`src/rtl/ll_walk_pkg.sv`:
```
package ll_walk_pkg;

    // captured descriptor words, indexed by 64-bit word position
    localparam int unsigned W_SRC     = 0;
    localparam int unsigned W_DST     = 1;
    localparam int unsigned W_SIZE    = 2;
    localparam int unsigned W_NEXT    = 3;
    localparam int unsigned W_CTRL    = 4;
    localparam int unsigned CAP_WORDS = 5;

    // control word bit positions
    localparam int unsigned CB_VALID  = 63;
    localparam int unsigned CB_LAST   = 62;
    localparam int unsigned CB_IRQ    = 58;
    localparam int unsigned CB_SWID   = 8;
    localparam int unsigned CB_DWID   = 11;
    localparam int unsigned CB_SBUR   = 14;
    localparam int unsigned CB_DBUR   = 18;
    localparam int unsigned MAX_WCODE = 6;

    typedef enum logic [1:0] {
        W_IDLE  = 2'd0,
        W_FETCH = 2'd1,
        W_RUN   = 2'd2
    } walk_state_e;

    function automatic logic [6:0] width_bytes(input logic [2:0] code);
        return 7'd1 << code;
    endfunction

    function automatic logic [16:0] burst_items(input logic [3:0] code);
        logic [4:0] sh;
        sh = {1'b0, code} + 5'd1;
        return (code == 4'd0) ? 17'd1 : (17'd1 << sh);
    endfunction

endpackage

```
`src/rtl/ll_fetch_seq.sv`:
```
module ll_fetch_seq #(
    parameter int unsigned AW         = 64,
    parameter int unsigned DESC_WORDS = 8
) (
    input  logic                          clk,
    input  logic                          rst_n,
    input  logic                          launch_i,
    input  logic [AW-1:0]                 launch_addr_i,
    output logic                          rd_req_valid_o,
    input  logic                          rd_req_ready_i,
    output logic [AW-1:0]                 rd_addr_o,
    input  logic                          rd_rsp_valid_i,
    output logic                          rsp_take_o,
    output logic [$clog2(DESC_WORDS)-1:0] rsp_idx_o,
    output logic                          fetch_done_o
);
    localparam int unsigned WORD_BYTES = 8;
    localparam int unsigned BYTE_SH    = $clog2(WORD_BYTES);
    localparam int unsigned ALIGN_W    = $clog2(DESC_WORDS * WORD_BYTES);
    localparam int unsigned IDX_W      = $clog2(DESC_WORDS);
    localparam int unsigned CNT_W      = IDX_W + 1;
    localparam logic [AW-1:0] KEEP_MASK = {{(AW-ALIGN_W){1'b1}}, {ALIGN_W{1'b0}}};

    typedef struct packed {
        logic             active;
        logic [CNT_W-1:0] req_cnt;
        logic [CNT_W-1:0] rsp_cnt;
        logic [AW-1:0]    base;
    } seq_t;

    seq_t s_d, s_q;
    logic req_fire;

    assign rd_req_valid_o = s_q.active && (s_q.req_cnt < CNT_W'(DESC_WORDS));
    assign rd_addr_o      = s_q.base + (AW'(s_q.req_cnt) << BYTE_SH);
    assign req_fire       = rd_req_valid_o && rd_req_ready_i;
    assign rsp_take_o     = s_q.active && rd_rsp_valid_i && (s_q.rsp_cnt < CNT_W'(DESC_WORDS));
    assign rsp_idx_o      = s_q.rsp_cnt[IDX_W-1:0];
    assign fetch_done_o   = rsp_take_o && (s_q.rsp_cnt == CNT_W'(DESC_WORDS - 1));

    always_comb begin
        s_d = s_q;
        if (launch_i) begin
            s_d.active  = 1'b1;
            s_d.req_cnt = '0;
            s_d.rsp_cnt = '0;
            s_d.base    = launch_addr_i & KEEP_MASK;
        end else begin
            if (req_fire) begin
                s_d.req_cnt = s_q.req_cnt + CNT_W'(1);
            end
            if (rsp_take_o) begin
                s_d.rsp_cnt = s_q.rsp_cnt + CNT_W'(1);
                if (fetch_done_o) begin
                    s_d.active = 1'b0;
                end
            end
        end
    end

    always_ff @(posedge clk or negedge rst_n) begin
        if (!rst_n) begin
            s_q <= '0;
        end else begin
            s_q <= s_d;
        end
    end
endmodule

```
`src/rtl/ll_desc_regs.sv`:
```
module ll_desc_regs
    import ll_walk_pkg::*;
#(
    parameter int unsigned AW         = 64,
    parameter int unsigned DESC_WORDS = 8,
    parameter int unsigned COUNT_W    = 22
) (
    input  logic                          clk,
    input  logic                          rst_n,
    input  logic                          take_i,
    input  logic [$clog2(DESC_WORDS)-1:0] idx_i,
    input  logic [63:0]                   data_i,
    output logic [AW-1:0]                 src_o,
    output logic [AW-1:0]                 dst_o,
    output logic [AW-1:0]                 next_o,
    output logic [COUNT_W:0]              items_o,
    output logic [6:0]                    src_bytes_o,
    output logic [6:0]                    dst_bytes_o,
    output logic [16:0]                   src_burst_o,
    output logic [16:0]                   dst_burst_o,
    output logic                          legal_o,
    output logic                          last_o,
    output logic                          irq_o
);
    localparam int unsigned IDX_W = $clog2(DESC_WORDS);

    logic [CAP_WORDS-1:0][63:0] words;

    for (genvar w = 0; w < CAP_WORDS; w++) begin : g_cap
        logic [63:0] word_d, word_q;
        always_comb begin
            word_d = word_q;
            if (take_i && (idx_i == IDX_W'(w))) begin
                word_d = data_i;
            end
        end
        always_ff @(posedge clk or negedge rst_n) begin
            if (!rst_n) begin
                word_q <= '0;
            end else begin
                word_q <= word_d;
            end
        end
        assign words[w] = word_q;
    end

    logic [63:0] ctl;
    logic [2:0]  swid, dwid;
    logic        unused_hi;

    assign ctl         = words[W_CTRL];
    assign swid        = ctl[CB_SWID +: 3];
    assign dwid        = ctl[CB_DWID +: 3];
    assign src_o       = words[W_SRC][AW-1:0];
    assign dst_o       = words[W_DST][AW-1:0];
    assign next_o      = words[W_NEXT][AW-1:0];
    assign items_o     = {1'b0, words[W_SIZE][COUNT_W-1:0]} + (COUNT_W+1)'(1);
    assign src_bytes_o = width_bytes(swid);
    assign dst_bytes_o = width_bytes(dwid);
    assign src_burst_o = burst_items(ctl[CB_SBUR +: 4]);
    assign dst_burst_o = burst_items(ctl[CB_DBUR +: 4]);
    assign legal_o     = ctl[CB_VALID] && (swid <= 3'(MAX_WCODE)) && (dwid <= 3'(MAX_WCODE));
    assign last_o      = ctl[CB_LAST];
    assign irq_o       = ctl[CB_IRQ];
    assign unused_hi   = ^{words[W_SIZE][63:COUNT_W], ctl[61:59], ctl[57:22], ctl[7:0]};
endmodule

```
`src/rtl/ll_desc_walker.sv`:
```
module ll_desc_walker
    import ll_walk_pkg::*;
#(
    parameter int unsigned AW         = 64,
    parameter int unsigned DESC_WORDS = 8,
    parameter int unsigned COUNT_W    = 22
) (
    input  logic               clk,
    input  logic               rst_n,
    input  logic               start_i,
    input  logic [AW-1:0]      head_ptr_i,
    output logic               rd_req_valid_o,
    input  logic               rd_req_ready_i,
    output logic [AW-1:0]      rd_addr_o,
    input  logic               rd_rsp_valid_i,
    input  logic [63:0]        rd_rsp_data_i,
    output logic               mv_start_o,
    output logic [AW-1:0]      mv_src_addr_o,
    output logic [AW-1:0]      mv_dst_addr_o,
    output logic [COUNT_W:0]   mv_items_o,
    output logic [6:0]         mv_src_bytes_o,
    output logic [6:0]         mv_dst_bytes_o,
    output logic [16:0]        mv_src_burst_o,
    output logic [16:0]        mv_dst_burst_o,
    input  logic               mv_done_i,
    output logic               blk_done_o,
    output logic               blk_irq_o,
    output logic               chain_done_o,
    output logic               desc_err_o
);
    localparam int unsigned IDX_W = $clog2(DESC_WORDS);

    typedef struct packed {
        walk_state_e st;
        logic        mv_start;
        logic        blk_done;
        logic        blk_irq;
        logic        chain_done;
        logic        err;
    } walk_t;

    walk_t w_d, w_q;

    logic             launch;
    logic [AW-1:0]    launch_addr;
    logic             rsp_take, fetch_done;
    logic [IDX_W-1:0] rsp_idx;
    logic [AW-1:0]    desc_next;
    logic             desc_legal, desc_last, desc_irq;

    ll_fetch_seq #(.AW(AW), .DESC_WORDS(DESC_WORDS)) u_fetch (
        .clk            (clk),
        .rst_n          (rst_n),
        .launch_i       (launch),
        .launch_addr_i  (launch_addr),
        .rd_req_valid_o (rd_req_valid_o),
        .rd_req_ready_i (rd_req_ready_i),
        .rd_addr_o      (rd_addr_o),
        .rd_rsp_valid_i (rd_rsp_valid_i),
        .rsp_take_o     (rsp_take),
        .rsp_idx_o      (rsp_idx),
        .fetch_done_o   (fetch_done)
    );

    ll_desc_regs #(.AW(AW), .DESC_WORDS(DESC_WORDS), .COUNT_W(COUNT_W)) u_regs (
        .clk         (clk),
        .rst_n       (rst_n),
        .take_i      (rsp_take),
        .idx_i       (rsp_idx),
        .data_i      (rd_rsp_data_i),
        .src_o       (mv_src_addr_o),
        .dst_o       (mv_dst_addr_o),
        .next_o      (desc_next),
        .items_o     (mv_items_o),
        .src_bytes_o (mv_src_bytes_o),
        .dst_bytes_o (mv_dst_bytes_o),
        .src_burst_o (mv_src_burst_o),
        .dst_burst_o (mv_dst_burst_o),
        .legal_o     (desc_legal),
        .last_o      (desc_last),
        .irq_o       (desc_irq)
    );

    always_comb begin
        w_d            = w_q;
        w_d.mv_start   = 1'b0;
        w_d.blk_done   = 1'b0;
        w_d.blk_irq    = 1'b0;
        w_d.chain_done = 1'b0;
        w_d.err        = 1'b0;
        launch         = 1'b0;
        launch_addr    = head_ptr_i;
        unique case (w_q.st)
            W_IDLE: begin
                if (start_i) begin
                    launch = 1'b1;
                    w_d.st = W_FETCH;
                end
            end
            W_FETCH: begin
                if (fetch_done) begin
                    if (desc_legal) begin
                        w_d.st       = W_RUN;
                        w_d.mv_start = 1'b1;
                    end else begin
                        w_d.st  = W_IDLE;
                        w_d.err = 1'b1;
                    end
                end
            end
            W_RUN: begin
                if (mv_done_i) begin
                    w_d.blk_done = 1'b1;
                    w_d.blk_irq  = desc_irq;
                    if (desc_last) begin
                        w_d.chain_done = 1'b1;
                        w_d.st         = W_IDLE;
                    end else begin
                        launch      = 1'b1;
                        launch_addr = desc_next;
                        w_d.st      = W_FETCH;
                    end
                end
            end
            default: w_d.st = W_IDLE;
        endcase
    end

    always_ff @(posedge clk or negedge rst_n) begin
        if (!rst_n) begin
            w_q <= '{st: W_IDLE, default: 1'b0};
        end else begin
            w_q <= w_d;
        end
    end

    assign mv_start_o   = w_q.mv_start;
    assign blk_done_o   = w_q.blk_done;
    assign blk_irq_o    = w_q.blk_irq;
    assign chain_done_o = w_q.chain_done;
    assign desc_err_o   = w_q.err;
endmodule

```
`config.mk`:
```
export PLATFORM = sky130hd
export DESIGN_NAME = ll_desc_walker
export DESIGN_NICKNAME = d
export VERILOG_FILES = /design/src/rtl/ll_walk_pkg.sv /design/src/rtl/ll_fetch_seq.sv /design/src/rtl/ll_desc_regs.sv /design/src/rtl/ll_desc_walker.sv
export SDC_FILE = /design/constraint.sdc
export NUM_CORES = 1
export LEC_CHECK = 0
export ABC_AREA = 1
export CAP_MARGIN = 10
export CORE_MARGIN = 2
export CORE_UTILIZATION = 60
export DETAILED_ROUTE_END_ITERATION = 10
export DONT_BUFFER_PORTS = 1
export PLACE_DENSITY = 0.73
export REMOVE_ABC_BUFFERS = 1
export SKIP_CTS_REPAIR_TIMING = 1
export SYNTH_ARGS = -nofsm -noshare
export SYNTH_HDL_FRONTEND = slang
export SYNTH_SLANG_ARGS = --single-unit
```
`constraint.sdc`:
```
create_clock -name clk -period 2.4 [get_ports clk]
set_input_delay 0.48 -clock clk [delete_from_list [all_inputs] [get_ports clk]]
set_output_delay 0.48 -clock clk [all_outputs]
set_load 0.1 [all_outputs]
```
==> results of run 1 <==
-- worst max path at each step --
| stage | end | slack [ns] |
|---|---|---|
| floorplan | mv_items_o[22] | -1.28 |
| global placement | rd_addr_o[18] | 0.03 |
| detailed placement | mv_items_o[22] | -0.04 |
| CTS | mv_items_o[22] | -0.69 |
| global route | mv_items_o[20] | -0.59 |
| finish | mv_items_o[20] | -0.50 |
-- placed cells by master (no fill, tap or decap), types with 3 or more instances in the layout --
master     count
nand2_1      497
buf_4        258
dfrtp_1      254
inv_1        135
o21ai_0      125
nand3_1      119
o21ai_1      113
nor2_1        80
buf_12        76
nor2_2        61
nand2_2       46
dfrtp_2       45
clkbuf_16     44
nor2_4        31
o211ai_1      23
nand4_1       20
buf_6         17
xnor2_2       16
nor3_2        15
xor2_2        14
nand2_4       11
xnor2_4       10
inv_2          8
clkinv_2       8
xor2_4         7
nand3_4        6
nand3_2        6
ha_1           6
conb_1         5
clkbuf_1       5
clkbuf_8       5
nor3_4         4
nor3_1         4
o21ai_2        3
nand3b_1       3
ha_4           3
bufinv_16      3
-- registers in the layout, summed over array words and instances, names as in the netlist, 2 cells and up --
signal,flops
w_q,2
u_fetch.rsp_idx_o,3
u_regs.next_o,58
u_regs.ctl,17
u_fetch.s_q,64
u_regs.g_cap.word_q,22
u_regs.src_o,64
u_regs.dst_o,64
-- worst max-delay path: stages (launching register included) --
cell	delay (ns)
dfrtp_1	0.42
buf_6	0.13
ha_4	0.14
nand3_4	0.09
nor2_4	0.17
nand3_4	0.11
nor2_4	0.20
buf_4	0.16
nand2_1	0.07
nand2_1	0.10
nand2_2	0.08
buf_12	0.17
-- routing by layer --
| metal | global-route usage | part of all wire | up-vias |
|---|---|---|---|
| met5 | 0 | 0 | - |
| met4 | 0.1381 | 0.058 | 0 |
| met3 | 0.08952 | 0.11 | 254 |
| met2 | 0.6147 | 0.49 | 1045 |
| met1 | 0.4695 | 0.35 | 7045 |
| li1 | - | - | 6261 |
-- stage by stage --
stage	area [um2]	cells
2_1_floorplan	13810	1680
3_3_place_gp	18260	2308
3_5_place_dp	18260	2308
4_1_cts	19210	2359
5_1_grt	20510	2418
6_report	20510	2418
-- final cells by class --
| cell class | instances | area, um2 |
|---|---|---|
| clock inverter | 12 | 138.9 |
| fill | 1145 | 2818 |
| antenna | 2 | 5.005 |
| sequential | 299 | 7538 |
| tap | 319 | 399.1 |
| clock buffer | 39 | 813.3 |
| multi-input combinational | 1236 | 7046 |
| timing repair buffer | 366 | 4025 |
| inverter | 145 | 549.3 |
-- cells by family after synthesis --
kind of cell | after synthesis | share of synthesized area
compound gates | 268 | 0.09910
xor+xnor | 48 | 0.02962
fa+ha+maj | 9 | 0.007935
buf+inv | 226 | 0.06657
flops | 299 | 0.5272
other cells | 1 | 0.0002642
simple gates | 906 | 0.2693
==> impl_metrics.ini, run 1 <==
[status]
status = finished, violations left
violations = negative hold slack, negative setup slack

[finish]
nets = 2220
drive_gt1_frac = 0.3348
syn_to_final_growth_pct = 44.56
utilization = 0.8792

[grt]
antenna_found_initial = 2
grt_pass1_vias = 13390
grt_first_pass_wirelength_um = 71300
grtUsageTotal = 0.3688
grt_max_degree = 300
grt_overflow = 0

[yosys]
synth_top_area_cell = dfrtp_1
ys_types = 34
synth_edf_count = 0
yosys_most_used_dff = dfrtp_1
yosysTopAreaCellShare = 0.5272
async_flop_share = 1.000
synthTopCellsByCount = nand2_1, dfrtp_1, nor2_1
synthesis.area_mm2 = 0.01419
ys_seq_area_frac = 0.5272
netlist_top_cells_area = dfrtp_1, nand2_1, o21ai_0
yosysMostFrequentCell = nand2_1
ys_ff_latch = 299
syn_inst = 1757
ys.warnings.count = 0
syn_area_per_cell_um2 = 8.077

[worst_setup_path]
timing.rr.end = u_fetch.rsp_idx_o[0]$_DFFE_PN0P_
arrival_ns = 2.42
worstPathMaxFanout = 3
rr_startpoint = w_q[5]$_DFFE_PN0P_
end_kind = primary output
regToRegSetupSlack_ns = 0.50
reg2regPathDepth = 8
crit_type = reg2out
cp-startpoint = u_regs.g_cap[2].word_q[0]$_DFFE_PN0P_
critPathRequiredTime_ns = 1.92
worstSetupStartpointType = flop

[floorplanning]
num_rows = 56
die_height_um = 157.8
initial_core_util = 0.6082
dieArea_mm2 = 0.02490
ioPinCount = 403
die_w_um = 157.8
core_mm2 = 0.02333

[detailed_routing]
detail_route.iter0.violations = 1555
vias_per_cell = 6.040
num_vias = 14610
firstDrtPassIters = 6
drc = 0
route.final.wire_length_um = 53400
drt.antenna.violating_nets = 0
wire_per_inst_um = 22.08

[placed_design]
dp_slack_ns = -0.04177
gp_congestion = 0.9352
hpwl_um = 33220
numPortBuffers = 0

[clocking]
root_buffer = clkbuf_16
cts_inserted_buffers = 29
clk_latency_ns = 0.58
cts_buffer_depth = 3
clock-sinks = 299
clkTransAtPathRegs_ns = 0.07
cts_tree = yes
cts_htree_levels = 1

[timing]
final_hold_viol_count = 299
fin_skew_ns = 0.01945
period_needed_ns = 2.898
max_slew_margin = 0.3932
finalSetupViolCount = 75
worst_slack_ns = -0.4982
rsz0062_at_grt = yes
fin_crit_sh = 1.208
worst_pin_slew_ns = 0.9102
max_clock_freq_mhz = 345.0
whs_ns = -0.4022
final_max_slew_viol_count = 0
fin_setup_tns_ns = -22.81

[job]
maxCapViolCount = 0

[worst_hold_path]
min_path_type = in2async
Power of run 1 is not shown: default switching activity piles up to over one toggle a cycle in this logic, so the estimate is an artifact.
==> run 2, diff against run 1 <==
Settings changed: RECOVER_POWER set to 100.
==> impl_metrics.ini, run 2 (synthesis gave the netlist of run 1 again) <==
[worst_setup_path]
regToRegSetupSlack_ns = -0.29
max_stage_delay_ns = 0.42
worst_path_max_delay_cell = dfrtp_1
critPathRequiredTime_ns = 1.92
worstPathMaxFanout = 3
cp-startpoint = u_regs.g_cap[2].word_q[0]$_DFFE_PN0P_
worstSetupStartpointType = flop
crit_type = reg2out
cp_cell_sequence = buf_6, ha_4, nand3_4, nor2_4, nand3_4, nor2_4, buf_4, nand2_1, nand2_1, nand2_2, buf_12
arrival_ns = 2.41
rr_startpoint = u_fetch.s_q[72]$_DFFE_PN0P_
end_kind = primary output

[floorplanning]
die_w_um = 157.8
num_rows = 56
dieArea_mm2 = 0.02490
core_mm2 = 0.02333
ioPinCount = 403
initial_core_util = 0.6082
die_height_um = 157.8

[detailed_routing]
vias_per_cell = 6.014
firstDrtPassIters = 6
detail_route.iter0.violations = 1572
drc = 0
wire_per_inst_um = 22.02
route.final.wire_length_um = 53260
num_vias = 14540
drt.antenna.violating_nets = 0

[timing]
final_max_slew_viol_count = 0
max_clock_freq_mhz = 345.8
final_hold_viol_count = 299
rsz0062_at_grt = yes
fin_skew_ns = 0.01955
worst_pin_slew_ns = 1.410
fin_crit_sh = 1.205
worst_slack_ns = -0.4916
max_slew_margin = 0.05986
period_needed_ns = 2.892
whs_ns = -0.4037
finalSetupViolCount = 130

[finish]
regArea_mm2 = 0.007538
nets = 2220
syn_to_final_growth_pct = 40.43
multi_input_area_mm2 = 0.006950
drive_gt1_frac = 0.3271
fill_cells = 1303
stdcell_area_mm2 = 0.01993
stdcell_count = 2418
utilization = 0.8541
final_cell_mix = nand2_1, dfrtp_1, o21ai_0, clkbuf_2, inv_1
layout.cells.most_common = nand2_1

[grt]
grt_max_degree = 300
antenna_found_initial = 2
grt_pass1_vias = 13390
grt_first_pass_wirelength_um = 71300
grt_overflow = 0
grtUsageTotal = 0.3688

[placed_design]
gp_congestion = 0.9352
dp_slack_ns = -0.04177
place_area_mm2 = 0.01826
hpwl_um = 33220
placed_cells = 2308
numPortBuffers = 0

[status]
violations = negative hold slack, negative setup slack
status = finished, violations left

[job]
maxCapViolCount = 0

[clocking]
cts_buffer_depth = 3
clock-sinks = 299
clkTransAtPathRegs_ns = 0.07
cts_htree_levels = 1
root_buffer = clkbuf_16
cts_inserted_buffers = 29
cts_tree = yes
clk_latency_ns = 0.57

[worst_hold_path]
min_path_type = in2async
[run 2: cell types whose count changed in the layout (fill, tap and decap cells not counted), sizes merged]
cell    delta
clkbuf   +163
buf      -163
[run 2: path summary, 6_finish.rpt]
path,cells after the start,end
worst max-delay path,11,mv_items_o[20]
worst min-delay path,0,u_regs.dst_o[19]$_DFFE_PN0P_
worst max register to register,6,u_regs.dst_o[50]$_DFFE_PN0P_
worst min register to register,2,u_regs.next_o[14]$_DFFE_PN0P_
max in group asynchronous,0,u_fetch.s_q[39]$_DFFE_PN0P_
min in group clk,2,blk_irq_o$_DFF_PN0_
[run 2: metal layers]
layer / vias to the layer above / wire length, um / GRT usage
met4: 0 / 3052 / 0.1381
met1: 7057 / 18780 / 0.4695
met3: 241 / 5397 / 0.08952
met2: 981 / 26030 / 0.6147
li1: 6262 / - / -
met5: - / 0 / 0
[run 2: worst max-delay path: cells and delay by family (launching register included)]
kind	cells	cell delay [ns]
flops	1	0.42
buf+inv	3	0.46
fa+ha+maj	1	0.14
simple gates	7	0.82
[run 2: final cells by class]
class / instances / area share
Multi-Input combinational cell: 1236 / 0.3488
Inverter: 145 / 0.02756
Clock buffer: 39 / 0.04081
Timing Repair Buffer: 366 / 0.1774
Sequential cell: 299 / 0.3783
Tap cell: 319 / 0.02003
Clock inverter: 12 / 0.006969
Antenna cell: 2 / 0.0002511
[run 2: through the flow]
stage | setup TNS, ns | hold WS [ns]
final | -32.98 | -0.4037
after CTS | -30.60 | -0.3952
after detailed placement | -0.04517 | 0.1886
after global placement | 0 | 0.1889
after floorplan | -252.44 | 0.1844
after global routing | -45.58 | -0.4064
Power of run 2 is left out for the same reason.
